[src/rtl/prq_pkg.sv]
`timescale 1ns/1ps
package prq_pkg;

  localparam int WORD_W = 12;
  localparam int NARROW_W = 8;
  localparam int MID_W = 10;

  typedef logic [WORD_W-1:0] word_t;

  typedef enum logic [1:0] {
    SZ_NARROW = 2'b00,
    SZ_MID    = 2'b01,
    SZ_FULL   = 2'b10,
    SZ_FULL_X = 2'b11
  } size_e;

  // Mask of the bits that take part in the compare for a word size.
  function automatic word_t size_mask(input logic [1:0] sel);
    word_t m;
    unique case (sel)
      SZ_NARROW: m = word_t'((1 << NARROW_W) - 1);
      SZ_MID:    m = word_t'((1 << MID_W) - 1);
      default:   m = '1;
    endcase
    return m;
  endfunction

  // One outcome bit: 1 when every compared bit agrees.
  function automatic logic masked_equal(input word_t a, input word_t b,
                                        input logic [1:0] sel);
    return ((a ^ b) & size_mask(sel)) == '0;
  endfunction

endpackage

[src/rtl/prq_compare.sv]
`timescale 1ns/1ps
module prq_compare
  import prq_pkg::*;
(
  input  word_t      word_data,
  input  word_t      ref_pattern,
  input  logic [1:0] size_sel,
  output logic       word_hit
);
  always_comb word_hit = masked_equal(word_data, ref_pattern, size_sel);
endmodule

[src/rtl/prq_cfg_watch.sv]
`timescale 1ns/1ps
module prq_cfg_watch
  import prq_pkg::*;
(
  input  logic       clk,
  input  logic       rst_n,
  input  word_t      ref_pattern,
  input  logic [1:0] size_sel,
  output logic       cfg_change
);
  word_t      ref_q;
  logic [1:0] size_q;

  always_ff @(posedge clk) begin
    if (!rst_n) begin
      ref_q  <= '0;
      size_q <= '0;
    end else begin
      ref_q  <= ref_pattern;
      size_q <= size_sel;
    end
  end

  always_comb cfg_change = (ref_pattern != ref_q) || (size_sel != size_q);
endmodule

[src/rtl/prq_history.sv]
`timescale 1ns/1ps
module prq_history #(
  parameter int HIST_DEPTH = 8,
  localparam int CNT_W = $clog2(HIST_DEPTH + 1)
) (
  input  logic             clk,
  input  logic             rst_n,
  input  logic             clear,
  input  logic             shift_en,
  input  logic             outcome,
  output logic [CNT_W-1:0] fill_cnt,
  output logic             match_flag,
  output logic             mismatch_flag
);
  localparam logic [CNT_W-1:0] FULL = CNT_W'(HIST_DEPTH);

  logic [HIST_DEPTH-1:0] hist_q, hist_nx;
  logic [CNT_W-1:0]      cnt_q, cnt_nx;
  logic                  full_nx;

  always_comb begin
    hist_nx = {hist_q[HIST_DEPTH-2:0], outcome};
    cnt_nx  = (cnt_q == FULL) ? FULL : cnt_q + 1'b1;
    full_nx = (cnt_nx == FULL);
  end

  always_ff @(posedge clk) begin
    if (!rst_n || clear) begin
      hist_q        <= '0;
      cnt_q         <= '0;
      match_flag    <= 1'b0;
      mismatch_flag <= 1'b0;
    end else if (shift_en) begin
      hist_q        <= hist_nx;
      cnt_q         <= cnt_nx;
      match_flag    <= full_nx && (&hist_nx);
      mismatch_flag <= full_nx && !(|hist_nx);
    end
  end

  assign fill_cnt = cnt_q;

  initial begin
    if (HIST_DEPTH < 2) $error("HIST_DEPTH must be at least 2");
  end
endmodule

[src/rtl/pattern_run_qualifier.sv]
`timescale 1ns/1ps
module pattern_run_qualifier
  import prq_pkg::*;
#(
  parameter int HIST_DEPTH = 8,
  localparam int CNT_W = $clog2(HIST_DEPTH + 1)
) (
  input  logic        clk,
  input  logic        rst_n,
  input  logic        word_vld,
  input  logic [11:0] word_data,
  input  logic [11:0] ref_pattern,
  input  logic [1:0]  size_sel,
  output logic        match_flag,
  output logic        mismatch_flag
);
  logic             word_hit;
  logic             cfg_change;
  logic             shift_en;
  logic [CNT_W-1:0] fill_cnt;

  prq_compare u_cmp (
    .word_data   (word_data),
    .ref_pattern (ref_pattern),
    .size_sel    (size_sel),
    .word_hit    (word_hit)
  );

  prq_cfg_watch u_cfg (
    .clk         (clk),
    .rst_n       (rst_n),
    .ref_pattern (ref_pattern),
    .size_sel    (size_sel),
    .cfg_change  (cfg_change)
  );

  // The clear takes precedence; a word that arrives with it is dropped.
  assign shift_en = word_vld && !cfg_change;

  prq_history #(.HIST_DEPTH(HIST_DEPTH)) u_hist (
    .clk           (clk),
    .rst_n         (rst_n),
    .clear         (cfg_change),
    .shift_en      (shift_en),
    .outcome       (word_hit),
    .fill_cnt      (fill_cnt),
    .match_flag    (match_flag),
    .mismatch_flag (mismatch_flag)
  );
endmodule

[config.mk]
export PLATFORM = sky130hd
export DESIGN_NAME = pattern_run_qualifier
export DESIGN_NICKNAME = d
export VERILOG_FILES = /design/src/rtl/prq_pkg.sv /design/src/rtl/prq_compare.sv /design/src/rtl/prq_cfg_watch.sv /design/src/rtl/prq_history.sv /design/src/rtl/pattern_run_qualifier.sv
export SDC_FILE = /design/constraint.sdc
export NUM_CORES = 1
export LEC_CHECK = 0
export BUFFER_PORTS_ARGS = -buffer_cell sky130_fd_sc_hd__buf_2
export CORE_MARGIN = 10
export CORE_UTILIZATION = 45
export DETAILED_ROUTE_END_ITERATION = 7
export GPL_ROUTABILITY_DRIVEN = 0
export PLACE_DENSITY = 0.69
export SKIP_LAST_GASP = 1
export SYNTH_ARGS = -nofsm -noshare
export SYNTH_HDL_FRONTEND = slang
export SYNTH_SLANG_ARGS = --single-unit
[constraint.sdc]
create_clock -name clk -period 1.9 [get_ports clk]
set_input_delay 0.095 -clock clk [delete_from_list [all_inputs] [get_ports clk]]
set_output_delay 0.095 -clock clk [all_outputs]
set_load 0.005 [all_outputs]
==> results.yml <==
pwr:
  p_seq_frac: 0.610
  switchingPower_mw: 0.237
  power_frac_comb: 0.128
  clkPwrFrac: 0.261
  power_density_nw_per_um2: 629
  p_total_mw: 0.965
  intPower_mw: 0.727
  p_sw_frac: 0.246
  vdd_drop_max_mv: 0.590
  p_leak_nw: 0.677
hold_path:
  min_to: "u_cfg.ref_q[6]"
  min_path_type: "primary input to register"
  holdCritStartpoint: "ref_pattern[6]"
  whs_path_depth: 2
logic_synthesis:
  synth_top_area_share: 0.418
  synth_fp_nets: 160
  synthTopCellsByCount: "dfxtp_1, and2_1, xnor2_1"
  ys_types: 28
  synth_largest_area_cell: "dfxtp_1"
  synth_edf_count: 0
  ys_warn_count: 0
  syn_inst: 129
  synthesis.area_um2: 1290
  ys.flop_type: "dfxtp_1"
  ys_seq_area_frac: 0.418
  synth.most_common_cell: "dfxtp_1"
  synth_seq_cells: 27
  ys_top_cells_by_area: "dfxtp_1, xnor2_1, xor2_1, and2_1, o221a_2"
  syn_area_per_cell_um2: 10.0
  synthArstFlopShare: 0
critical_path:
  r2r_cells: 7
  crit_arrival_ns: 2.09
  crit_start: "u_hist.fill_cnt[0]"
  end_kind: "register"
  start_kind: "register"
  critPathRequiredTime_ns: 2.19
  path_max_fanout: 5
  crit_type: "register to register"
  rr_endpoint: "u_hist.match_flag"
  r2r_start: "u_hist.fill_cnt[0]"
  rrSetupSlack_ns: 0.10
clock_tree:
  cts.clk_slew.worst_paths_ns: 0.15
  clockRootBuffer: "clkbuf_4"
  ctsLongestPathBuffers: 2
  cts_tree: "done"
  h-tree-depth: 1
  cts_setup_buffers: 0
  cts.sinks: 27
  cts_made_buffers: 3
  clock_latency_ns: 0.33
routing:
  via_per_inst: 5.37
  route.detailed.drc: 0
  drt_iter0_markers: 55
  detail_route.wl_per_cell_um: 14.9
  ant_nets: 0
  totalWireLength_um: 2890
  first_pass_iters: 4
  num_vias: 1042
floorplan:
  fp.dieH_um: 73.6
  initial_core_util: 0.469
  die_area_um2: 5420
  fp.dieW_um: 73.6
  num_io_pins: 31
  core_area_um2: 2760
  row_count: 19
global_route:
  grt_pass1_vias: 1115
  gr-total-overflow: 0
  grt_pass1_wl_um: 4890
  grt.total_usage: 0.112
  antenna_found_initial: 0
  grt_max_degree: 17
timing:
  slew-limit-headroom: 0.778
  final_hold_viol_count: 0
  finalCritPeriodShare: 0.947
  worst_clock_skew_ns: 0.00401
  rsz0062_at_grt: "no"
  setup_violations: 0
  fin_crit_ns: 1.80
  finalSetupTns_ns: 0
  finalMaxSlewViolations: 0
  fmax_mhz: 556
  setup_ws_ns: 0.102
  tightest_slew_ns: 0.330
place:
  hpwlAfterDp_um: 2220
  io_buffer_count: 30
  dp_slack_ns: 0.0896
outcome:
  outcome: "finished clean"
layout:
  nets: 195
  num_antenna_cells: 0
  syn_to_final_growth_pct: 18.6
  drive_above_1_share: 0.288
job:
  max-cap-violations: 0
-- cell families (layout without fill, tap and decap cells) --
| kind of cell | after synthesis | after routing | synth area share |
|---|---|---|---|
| xor+xnor | 28 | 28 | 0.190 |
| buf+inv | 9 | 43 | 0.0319 |
| flops | 27 | 27 | 0.418 |
| fa+ha+maj | 2 | 2 | 0.0194 |
| compound gates | 21 | 21 | 0.136 |
| simple gates | 42 | 42 | 0.204 |
-- cells in the final DEF (no fill, tap or decap), types with 2 or more instances in the layout --
master         synthesis  routed
a21boi_0               2       2
xor2_1                13      13
inv_1                  5       5
o221a_2                7       7
and2_1                16      15
buf_2                  0      30
nor3_1                 2       2
a31oi_1                3       3
nor4_1                 4       4
nand2_1                5       5
and4_1                 2       2
nand4_1                4       4
o21a_1                 2       2
ha_1                   2       2
nand3_1                3       3
a21oi_1                2       2
clkbuf_4               0       3
dlygate4sd3_1          0       3
dfxtp_1               27      26
xnor2_1               15      15
nor2_1                 3       3
-- sequential cells by signal (all words and copies together) (netlist names) --
name and flops:
u_cfg.ref_q 12, u_hist.hist_q 7, u_hist.fill_cnt 4, u_cfg.size_q 2
u_hist.match_flag 1, u_hist.mismatch_flag 1
-- how the worst max path moves through the flow --
| stage | endpoint | cells past startpoint |
|---|---|---|
| 2_1_floorplan | u_hist.match_flag | 7 |
| 3_3_place_gp | u_hist.match_flag | 7 |
| 3_5_place_dp | u_hist.match_flag | 7 |
| 4_1_cts | u_hist.match_flag | 7 |
| 5_1_grt | u_hist.match_flag | 7 |
| 6_report | u_hist.match_flag | 7 |
-- per-layer routing --
layer	track usage	wire (µm)	vias up
met5	0	0	-
met4	0.0352	28	0
met3	0.0444	138	4
met2	0.188	1460	24
met1	0.126	1260	491
li1	-	-	523
-- power groups by stage --
stage	registers [mW]	logic, mW	clock network [mW]
after floorplan	0.600	0.0658	0
after global placement	0.601	0.115	0
after detailed placement	0.602	0.120	0
after CTS	0.589	0.125	0.261
after global routing	0.591	0.139	0.281
final	0.589	0.124	0.252
-- critical path: stages (launching register included) --
cell and delay (ns):
dfxtp_2 0.39, inv_1 0.07, ha_1 0.34, nor4bb_2 0.30
a31oi_1 0.10, nor4_1 0.25, and4_1 0.22, o21a_1 0.10
-- per-stage QoR --
| stage | hold slack (ns) | std cells | instance area, µm² | util |
|---|---|---|---|---|
| after floorplan | 0.217 | 129 | 1290 | - |
| after global placement | 0.348 | 187 | 1470 | 0.532 |
| after detailed placement | 0.350 | 187 | 1470 | 0.532 |
| after CTS | 0.00521 | 194 | 1520 | 0.553 |
| after global routing | 0.00116 | 194 | 1530 | 0.556 |
| final | 0.0137 | 194 | 1530 | 0.556 |
-- layout make-up --
| type | count | area [µm²] |
|---|---|---|
| fill | 249 | 1220 |
| tap | 31 | 38.8 |
| timing repair buffer | 34 | 188 |
| clock buffer | 3 | 22.5 |
| inverter | 5 | 18.8 |
| sequential | 27 | 542 |
| clock inverter | 1 | 5.00 |
| multi-input combinational | 93 | 718 |
-- repair_timing --
action                                  in CTS  in global routing
hold buffers                                 3                  0
endpoints found under the setup margin       0                  3
resized for setup                            0                  3
hold endpoints to repair                     3                  0
(Power assumes the default switching activity.)
